File: config.mk
export PLATFORM = sky130hd
export DESIGN_NAME = trig_cycle_ctrl
export DESIGN_NICKNAME = d
export VERILOG_FILES = /design/src/rtl/trig_cycle_pkg.sv /design/src/rtl/tcc_start_dec.sv /design/src/rtl/tcc_term_eval.sv /design/src/rtl/tcc_timer.sv /design/src/rtl/trig_cycle_ctrl.sv
export SDC_FILE = /design/constraint.sdc
export NUM_CORES = 1
export LEC_CHECK = 0
export CAP_MARGIN = 20
export CELL_PAD_IN_SITES_DETAIL_PLACEMENT = 0
export CELL_PAD_IN_SITES_GLOBAL_PLACEMENT = 1
export CORE_MARGIN = 2
export CORE_UTILIZATION = 30
export DETAILED_ROUTE_END_ITERATION = 8
export DONT_BUFFER_PORTS = 1
export GPL_TIMING_DRIVEN = 1
export PLACE_DENSITY_LB_ADDON = 0.25
export SKIP_LAST_GASP = 1
export SLEW_MARGIN = 10
export SYNTH_ARGS = -nofsm -noshare
export SYNTH_HDL_FRONTEND = slang
export SYNTH_HIERARCHICAL = 1
export SYNTH_SLANG_ARGS = --single-unit
File: constraint.sdc
create_clock -name clk_i -period 2.23 [get_ports clk_i]
set_input_delay 0.669 -clock clk_i [delete_from_list [all_inputs] [get_ports clk_i]]
set_output_delay 0.669 -clock clk_i [all_outputs]
set_load 0.02 [all_outputs]
File: src/rtl/trig_cycle_pkg.sv
package trig_cycle_pkg;
  typedef enum logic [0:0] {
    ST_IDLE = 1'b0,
    ST_BUSY = 1'b1
  } cyc_st_e;
endpackage

File: src/rtl/tcc_start_dec.sv
module tcc_start_dec (
  input  logic bypass_i,
  input  logic fast_any_i,
  input  logic slow_any_i,
  output logic go_pass_o,
  output logic go_start_o
);
  // fast-only reason wins; bypass turns any slow reason into a pass
  always_comb begin
    go_pass_o  = fast_any_i | (bypass_i & slow_any_i);
    go_start_o = slow_any_i & ~fast_any_i & ~bypass_i;
  end
endmodule

File: src/rtl/tcc_term_eval.sv
module tcc_term_eval #(
  parameter int N_TRIG = 16
) (
  input  logic              live_i,
  input  logic              acc_any_i,
  input  logic [N_TRIG-1:0] mask_i,
  input  logic [N_TRIG-1:0] veto_vec_i,
  output logic              hit_acc_o,
  output logic              hit_rej_o
);
  logic [N_TRIG-1:0] pending;

  for (genvar g = 0; g < N_TRIG; g++) begin : g_pend
    assign pending[g] = mask_i[g] & ~veto_vec_i[g];
  end

  always_comb begin
    hit_acc_o = live_i & acc_any_i;
    hit_rej_o = live_i & ~(|pending);
  end
endmodule

File: src/rtl/tcc_timer.sv
module tcc_timer #(
  parameter int TO_TICKS    = 64,
  parameter int BLANK_TICKS = 2,
  localparam int CW = $clog2(TO_TICKS + 1)
) (
  input  logic clk_i,
  input  logic rst_ni,
  input  logic clr_i,
  input  logic step_i,
  output logic live_o,
  output logic expire_o
);
  localparam logic [CW-1:0] LAST  = CW'(TO_TICKS - 1);
  localparam logic [CW-1:0] BLANK = CW'(BLANK_TICKS);

  logic [CW-1:0] cnt_q;

  always_ff @(posedge clk_i or negedge rst_ni) begin
    if (!rst_ni)                   cnt_q <= '0;
    else if (clr_i)                cnt_q <= '0;
    else if (step_i && cnt_q != LAST) cnt_q <= cnt_q + 1'b1;
  end

  always_comb begin
    live_o   = cnt_q >= BLANK;
    expire_o = cnt_q == LAST;
  end
endmodule

File: src/rtl/trig_cycle_ctrl.sv
module trig_cycle_ctrl
  import trig_cycle_pkg::*;
#(
  parameter int N_TRIG      = 16,
  parameter int TO_TICKS    = 64,
  parameter int BLANK_TICKS = 2
) (
  input  logic              clk_i,
  input  logic              rst_ni,
  input  logic              tick_i,
  input  logic              xing_i,
  input  logic              bypass_i,
  input  logic              fast_any_i,
  input  logic              slow_any_i,
  input  logic [N_TRIG-1:0] fired_vec_i,
  input  logic              acc_any_i,
  input  logic [N_TRIG-1:0] veto_vec_i,
  output logic              busy_o,
  output logic              pass_o,
  output logic              reject_o,
  output logic              timeout_o
);
  cyc_st_e           st_q;
  logic [N_TRIG-1:0] mask_q;
  logic              pass_q, rej_q, to_q;
  logic              go_pass, go_start, live, expire, hit_acc, hit_rej;
  logic              open_now;

  assign open_now = tick_i && xing_i && (st_q == ST_IDLE) && go_start;

  tcc_start_dec u_start (
    .bypass_i  (bypass_i),
    .fast_any_i(fast_any_i),
    .slow_any_i(slow_any_i),
    .go_pass_o (go_pass),
    .go_start_o(go_start)
  );

  tcc_timer #(.TO_TICKS(TO_TICKS), .BLANK_TICKS(BLANK_TICKS)) u_timer (
    .clk_i   (clk_i),
    .rst_ni  (rst_ni),
    .clr_i   (open_now),
    .step_i  (tick_i && st_q == ST_BUSY),
    .live_o  (live),
    .expire_o(expire)
  );

  tcc_term_eval #(.N_TRIG(N_TRIG)) u_eval (
    .live_i    (live),
    .acc_any_i (acc_any_i),
    .mask_i    (mask_q),
    .veto_vec_i(veto_vec_i),
    .hit_acc_o (hit_acc),
    .hit_rej_o (hit_rej)
  );

  always_ff @(posedge clk_i or negedge rst_ni) begin
    if (!rst_ni) begin
      st_q   <= ST_IDLE;
      mask_q <= '0;
      pass_q <= 1'b0;
      rej_q  <= 1'b0;
      to_q   <= 1'b0;
    end else begin
      pass_q <= 1'b0;
      rej_q  <= 1'b0;
      to_q   <= 1'b0;
      if (tick_i) begin
        unique case (st_q)
          ST_IDLE: begin
            if (xing_i && go_pass) begin
              pass_q <= 1'b1;
            end else if (open_now) begin
              st_q   <= ST_BUSY;
              mask_q <= fired_vec_i;
            end
          end
          ST_BUSY: begin
            // priority: accept, full veto, budget
            if (hit_acc) begin
              pass_q <= 1'b1;
              st_q   <= ST_IDLE;
            end else if (hit_rej) begin
              rej_q <= 1'b1;
              st_q  <= ST_IDLE;
            end else if (expire) begin
              pass_q <= 1'b1;
              to_q   <= 1'b1;
              st_q   <= ST_IDLE;
            end
          end
          default: st_q <= ST_IDLE;
        endcase
      end
    end
  end

  assign busy_o    = st_q == ST_BUSY;
  assign pass_o    = pass_q;
  assign reject_o  = rej_q;
  assign timeout_o = to_q;
endmodule

Word level (Yosys, flattened, before mapping)

Cells that the tools add are included.

Bits in registers: 27
Word-level logic and storage cells: 83

$add $sub $neg: 1
Magnitude comparators: 1
Eq/ne operators: 2
Multiplexer cells: 21
Bitwise logic cells: 43
Reduce and logical (&&, ||, !) cells: 9

Operators by type and width:

| cell                                                 | number |
|---|---|
| bitwise AND 1 bit                                    | 21 |
| NOT 1 bit                                            | 21 |
| two-way mux 1 bit                                    | 17 |
| OR reduction 16 bit                                  | 1 |
| two-way mux 7 bit                                    | 2 |
| adder 7 x 1 -> 7 bit (second input constant)         | 1 |
| equality test 7 x 6 -> 1 bit (second input constant) | 1 |
| >= comparator 7 x 2 -> 1 bit (second input constant) | 1 |
| != test 7 x 6 -> 1 bit (second input constant)       | 1 |
| logical AND 1 bit                                    | 6 |
| one-hot mux 1 bit (2 select lines)                   | 2 |
| AND reduction 4 bit                                  | 1 |
| nonzero test 2 bit                                   | 1 |
| bitwise OR 1 bit                                     | 1 |

Depth between registers and ports, before layout

Gate-level depths: netlist of the first run.

Depth in word-level cells: 9
Gate-level depth with buffers: 10

By module

Netlist of the first run, hierarchy kept.

By module, submodules not included:

| module          | instances | cells each | area each (um2) | seq. area each (um2) |
|---|---|---|---|---|
| trig_cycle_ctrl | 1         | 51         | 832.0           | 500.5 |
| tcc_timer       | 1         | 48         | 461.7           | 175.2 |
| tcc_term_eval   | 1         | 28         | 142.6           | 0.0 |
| tcc_start_dec   | 1         | 2          | 20.0            | 0.0 |

Worst setup path before layout of the first run

No wires, ideal clock.

Kind: input to register
Start: input port bypass_i
End: register mask_q[1]
Setup time: 0.125 ns
Arrival time: 1.700 ns
Setup slack: 0.405 ns
Stages: 6
Path through: nor3b_2 and4b_1 nor2b_4 buf_6 buf_12 mux2_4

Elaborated cells between the ends (all ways): 8

RTL lines:

| item                          | line                  | RTL |
|---|---|---|
| from (decl)                   | trig_cycle_ctrl.sv:12 | `input logic bypass_i,` |
| NOT 1 bit                     | tcc_start_dec.sv:11   | `go_start_o = slow_any_i & ~fast_any_i & ~bypass_i;` |
| bitwise AND 1 bit             | tcc_start_dec.sv:11   |  |
| logical AND 1 bit             | trig_cycle_ctrl.sv:29 | `assign open_now = tick_i && xing_i && (st_q == ST_IDLE) && go_start;` |
| named net open_now            | trig_cycle_ctrl.sv:27 | `logic open_now;` |
| AND reduction 4 bit (no line) | -                     |  |
| to (signal assigned)          | trig_cycle_ctrl.sv:75 | `mask_q <= fired_vec_i;` |
| to (decl)                     | trig_cycle_ctrl.sv:24 | `logic [N_TRIG-1:0] mask_q;` |

The timed path passes the listed nets, and every way through them passes these cells.
A chain may end at the register's enable or synchronous reset.

Worst setup path in the final report of the first run

Start: register u_timer.cnt_q[0]
End: register pass_q (netlist: pass_o)

Cells in the longest elaborated chain, start to end: 6
Elaborated cells between the ends (all ways): 9

RTL lines:

| item                               | line                  | RTL |
|---|---|---|
| from (decl)                        | tcc_timer.sv:16       | `logic [CW-1:0] cnt_q;` |
| from (signal assigned)             | tcc_timer.sv:21       | `else if (step_i && cnt_q != LAST) cnt_q <= cnt_q + 1'b1;` |
| >= comparator 7 x 2 -> 1 bit       | tcc_timer.sv:25       | `live_o = cnt_q >= BLANK;` |
| named net live                     | trig_cycle_ctrl.sv:26 | `logic go_pass, go_start, live, expire, hit_acc, hit_rej;` |
| bitwise AND 1 bit                  | tcc_term_eval.sv:19   | `hit_rej_o = live_i & ~(\|pending);` |
| named net hit_rej                  | trig_cycle_ctrl.sv:26 |  |
| two-way mux 1 bit                  | trig_cycle_ctrl.sv:83 | `end else if (hit_rej) begin` |
| two-way mux 1 bit                  | trig_cycle_ctrl.sv:80 | `if (hit_acc) begin` |
| one-hot mux 1 bit (2 select lines) | trig_cycle_ctrl.sv:69 | `unique case (st_q)` |
| two-way mux 1 bit                  | trig_cycle_ctrl.sv:68 | `if (tick_i) begin` |
| to (signal assigned)               | trig_cycle_ctrl.sv:72 | `pass_q <= 1'b1;` |
| to (signal assigned)               | trig_cycle_ctrl.sv:81 | `pass_q <= 1'b1;` |
| to (signal assigned)               | trig_cycle_ctrl.sv:87 | `pass_q <= 1'b1;` |
| to (decl)                          | trig_cycle_ctrl.sv:25 | `logic pass_q, rej_q, to_q;` |

The timed path passes the listed nets, and every way through them passes these cells.

==> results.toml, run 1 <==
[sta]
rsz0062_at_grt = "false"
slew_headroom = 0.7547
finalHoldViolations = 0
tightest_slew_ps = 358.7
tns_ps = 0
fin_crit_sh = 0.7907
setup_violations = 0
fin_worst_skew_ps = 2.547
min_period_ps = 1763
holdWs_ps = 75.71
maxSlewViolCount = 0
fmax_mhz = 567.2

[clock_network]
cts_hold_buf = 0
clkTransAtPathRegs_ps = 100
h-tree-depth = 1
clock-root-buffer = "clkbuf_8"
cts_made_buffers = 3
cts_tree = "yes"
clock-sinks = 27
worstSkewPairLatency_ps = 270
post_cts_buffers = 0
clockBufferDepth = 2
cts_resized = 0

[drt]
ant_nets = 0
drt-total-wl_um = 3044
vias = 957
wl_per_cell_um = 16.45
drt_iter0_markers = 31
drc_errors = 0
dr.pass1.iters = 4
viasPerCell = 5.173

[setup_path]
arrival_ps = 1950
cp-end-kind = "flip-flop"
cp-start-kind = "flip-flop"
cp_max_fo = 6
worstPathRequired_ps = 2420
critPathKind = "reg2reg"

[global_route]
grt_pass1_wl_um = 5057
met3_usage = 0.03429
grt_util_all_layers = 0.1221
overflow = 0
grt_max_degree = 28
grt_pass1_vias = 1112
gr-max-usage-layer = "met2"
met2_usage = 0.2123
antenna_found_initial = 0
use_met1 = 0.1406

[final_layout]
drive_above_1_share = 0.2443
num_antenna_cells = 0
instances_no_fill = 185
final_nets = 174
regArea_sq_um = 675.6
final_common_cell = "dfrtp_1"
layout_common_cells = "dfrtp_1 (27), inv_1 (24), mux2_4 (9)"
area_delta_synth_final_pct = 6.701
fillCellCount = 488
fin_area_sq_um = 1554
multiInputGateArea_sq_um = 646.9

[floorplan]
initial_core_util = 0.3104
pin_count = 44
core.rowCount = 25
dieArea_sq_um = 5428
dieHeight_um = 73.68
core_area_sq_um = 4692
fp.dieW_um = 73.68

[synthesis]
yosysTopAreaCell = "dfrtp_1"
synth_cell_types = 46
synth_top_area_share = 0.4639
ys.flop_type = "dfrtp_1"
yosys_warnings = 6
synth_seq_cells = 27
synth_fp_nets = 171
synth-edff-count = 0
synth_area_per_cell_sq_um = 11.29
syn_area_sq_um = 1456
netlist_instances = 129
synth-seq-area-share = 0.4639
async_reset_ff_frac = 1.000
synth_area_leaders = "dfrtp_1 (46%), mux2_4 (9.3%), inv_1 (6.2%), mux2_2 (5.4%), o22ai_1 (2.1%)"

[pwr]
power.density_nw_per_um2 = 776.4
intPower_w = 0.0008510
power_frac_clock = 0.237
vdd_drop_max_uv = 316.8
power.switching_w = 0.0003556
pwr-share-comb = 0.224
total_power_w = 0.001207
swShare = 0.2947
p_seq_frac = 0.539
leakagePower_nw = 0.7468

[status]
status = "completed"

[run]
max_cap_viol_count = 0

[placed_design]
place_congestion = 0.7900
place_hpwl_um = 2338
io_buffers = 0
dpl_cell_area_sq_um = 1508
dp_cells = 181

[hold_path]
hp-class = "in2async"
power by group through the flow:
stage	Clock [W]	Combinational, W	Sequential (W)
2_1_floorplan	0	0.000237	0.000637
3_3_place_gp	0	0.000272	0.000655
3_5_place_dp	0	0.000275	0.000660
4_1_cts	0.000298	0.000276	0.000651
5_1_grt	0.000319	0.000310	0.000663
6_report	0.000286	0.000270	0.000651
through the flow:
step / util / setup slack (ps)
after floorplan: - / 404.8
after global placement: 0.3213 / 402.2
after detailed placement: 0.3213 / 390.9
after CTS: 0.3312 / 450.4
after global routing: 0.3312 / 266.1
final: 0.3312 / 466.8
cell families (layout without fill, tap and decap cells):
| logic type | Yosys count | in the layout | synth area share |
|---|---|---|---|
| buf+inv | 28 | 30 | 0.09193 |
| mux | 16 | 16 | 0.1469 |
| fa+ha+maj | 2 | 2 | 0.01718 |
| flops | 27 | 27 | 0.4639 |
| simple gates | 29 | 29 | 0.1374 |
| compound gates | 27 | 27 | 0.1426 |
synthesized netlist by cell type (2+ instances only):
cell and instances:
dfrtp_1 27, inv_1 24, mux2_4 9, mux2_2 7
nor3_1 5, o22ai_1 5, nand2_1 4, a21oi_1 3
a31oi_1 3, and2_1 2, and3_1 2, ha_1 2
nor2_1 2, nor4_1 2
worst paths after layout:
check	start	end	slack, ps	cells after the start
max	u_timer/cnt_q[0]	pass_o	470	10
min	rst_ni	pass_o	80	0
max reg2reg	u_timer/cnt_q[0]	pass_o	470	10
min reg2reg	mask_q[0]	mask_q[0]	520	1
max in group asynchronous	rst_ni	u_timer/cnt_q[0]	2080	0
min in group clk_i	tick_i	pass_o	490	2
flip-flops by register name (all words and copies together) (netlist names):
register and count:
u_timer/cnt_q 7, reject_o 1, busy_o 1, timeout_o 1, pass_o 1, mask_q 16
worst max-delay path, cell delays in order, from the launching register on:
cell	delay, ps
dfrtp_1	430
inv_1	70
ha_1	190
nor4_1	160
nand2_1	90
o21ai_1	90
nor3_1	70
and3_1	210
inv_1	80
a21oi_1	70
a211oi_1	230
final cells by class:
class | count | share of cell area
multi-input combinational | 74 | 0.4163
clock buffer | 3 | 0.02657
tap | 54 | 0.04348
clock inverter | 1 | 0.003221
inverter | 24 | 0.05797
sequential | 27 | 0.4348
timing repair buffer | 2 | 0.01771
routing by layer:
metal / share of wire / wire [um] / up-vias
met1: 0.41 / 1255 / 471
met3: 0.063 / 192 / 2
li1: - / - / 460
met4: 0.0069 / 21 / 0
met2: 0.52 / 1574 / 24
met5: 0 / 0 / -
Note: power is estimated with default switching activity, not from simulation.
==> run 2: changes to the inputs <==
==> constraint.sdc (replaced) <==
create_clock -name clk_i -period 1.6 [get_ports clk_i]
set_input_delay 0.48 -clock clk_i [delete_from_list [all_inputs] [get_ports clk_i]]
set_output_delay 0.48 -clock clk_i [all_outputs]
set_load 0.02 [all_outputs]
==> results.toml, run 2 (same netlist as run 1, synthesis figures left out) <==
[run]
max_cap_viol_count = 0

[final_layout]
fin_area_sq_um = 1727
layout_common_cells = "dfrtp_1 (27), inv_1 (22), buf_4 (14)"
final_nets = 188
final_common_cell = "dfrtp_1"
largest_reg_flops = 16
fillCellCount = 475
regMostFlops = "mask_q"
largest_registers = "mask_q (16), u_timer/cnt_q (7)"
drive_above_1_share = 0.4000
num_antenna_cells = 0
fin_util = 0.3680
area_delta_synth_final_pct = 18.56

[clock_network]
cts_tree = "yes"
cts_made_buffers = 3
clockBufferDepth = 2
h-tree-depth = 1
clock-sinks = 27
worstSkewPairLatency_ps = 270
clkTransAtPathRegs_ps = 90
clock-root-buffer = "clkbuf_8"

[setup_path]
arrival_ps = 1760
cp-end-kind = "flip-flop"
cp-start-kind = "flip-flop"
crit_chain = "inv_1 -> ha_2 -> nor4_2 -> nand2_1 -> o21ai_2 -> nor3_2 -> and3_4 -> inv_2 -> a21oi_2 -> a211oi_2"
path_buf_inv = 2
cp_top_family = "simple AND/OR/NAND/NOR gates"
cp_max_fo = 3
cpMaxStageDelayCell = "dfrtp_1"
critPathKind = "reg2reg"
worstPathRequired_ps = 1770
slowest_delay_ps = 390

[sta]
worst_slack_ps = 5.782
fin_worst_skew_ps = 2.224
fmax_mhz = 627.3
holdWs_ps = 13.37
setup_violations = 0
finalHoldViolations = 0
rsz0062_at_grt = "true"
min_period_ps = 1594
tightest_slew_ps = 322.0
fin_crit_sh = 0.9964
maxSlewViolCount = 0
slew_headroom = 0.7834

[global_route]
overflow = 0
grt_pass1_vias = 1107
grt_util_all_layers = 0.1227
antenna_found_initial = 0
grt_pass1_wl_um = 5119
grt_max_degree = 28

[floorplan]
fp.dieW_um = 73.68
pin_count = 44
core.rowCount = 25
initial_core_util = 0.3104
dieArea_sq_um = 5428
dieHeight_um = 73.68
core_area_sq_um = 4692

[drt]
drt-total-wl_um = 3083
dr.pass1.iters = 5
vias = 1015
drt_iter0_markers = 61
viasPerCell = 5.101
wl_per_cell_um = 15.49
ant_nets = 0
drc_errors = 0

[hold_path]
hp-class = "in2async"

[placed_design]
dpl_cell_area_sq_um = 1605
io_buffers = 0
place_congestion = 0.8080
place_hpwl_um = 2352
place_ws_ps = -176.0

[pwr]
leakagePower_nw = 0.8243
vdd_drop_max_uv = 383.6
power.density_nw_per_um2 = 1096
total_power_w = 0.001892

[status]
status = "completed"
-- run 2: changes by cell type in the layout (fill, tap and decap cells not counted), sizes merged --
cell | previous run | this run
buf | 2 | 16
-- run 2: layout make-up --
type | count | area [sq um] | area share
clock inverters | 1 | 5.005 | 0.002899
well taps | 54 | 67.56 | 0.03913
inverters | 24 | 90.09 | 0.05217
clock buffers | 3 | 41.29 | 0.02391
flip-flops and latches | 27 | 675.6 | 0.3913
repair buffers | 16 | 145.1 | 0.08406
multi-input cells | 74 | 701.9 | 0.4065
-- run 2: report_power, final --
part	internal, W	leakage (nW)	switching [W]
logic	0.000348	0.443	0.000284
registers	0.000797	0.356	0.0000672
clock network	0.000175	0.0255	0.000221
total	0.00132	0.824	0.000573
-- run 2: path summary, 6_finish.rpt --
check                            startpoint                to  slack [ps]  cells past startpoint
hold reg to reg                   mask_q[7]         mask_q[7]         520                      1
min in group clk_i                   tick_i            pass_o         310                      2
max in group asynchronous            rst_ni         mask_q[0]        1430                      1
setup / recovery           u_timer/cnt_q[0]            pass_o           6                     10
setup reg to reg           u_timer/cnt_q[0]            pass_o           6                     10
hold / removal                       rst_ni  u_timer/cnt_q[5]          10                      1
-- run 2: per-stage QoR --
step                      instances  TNS, ps
after floorplan                 129   -325.9
after global placement          194   -876.7
after detailed placement        194    -1407
after CTS                       199   -198.5
after global routing            199   -215.0
final                           199        0
-- run 2: metal layers --
metal / GRT usage / vias up / routed length (um)
met5: 0 / - / 0
li1: - / 487 / -
met1: 0.1554 / 488 / 1347
met2: 0.1944 / 35 / 1481
met4: 0.04646 / 0 / 40
met3: 0.03978 / 5 / 214
-- run 2: timing repair --
item                                   CTS  global route
gates cloned                             0             0
gates resized for setup                 12             2
endpoints found under the hold margin   27             0
pin swaps                                7             2
setup endpoints to repair                4             5
setup buffers                            0             0
hold buffers                             1             0
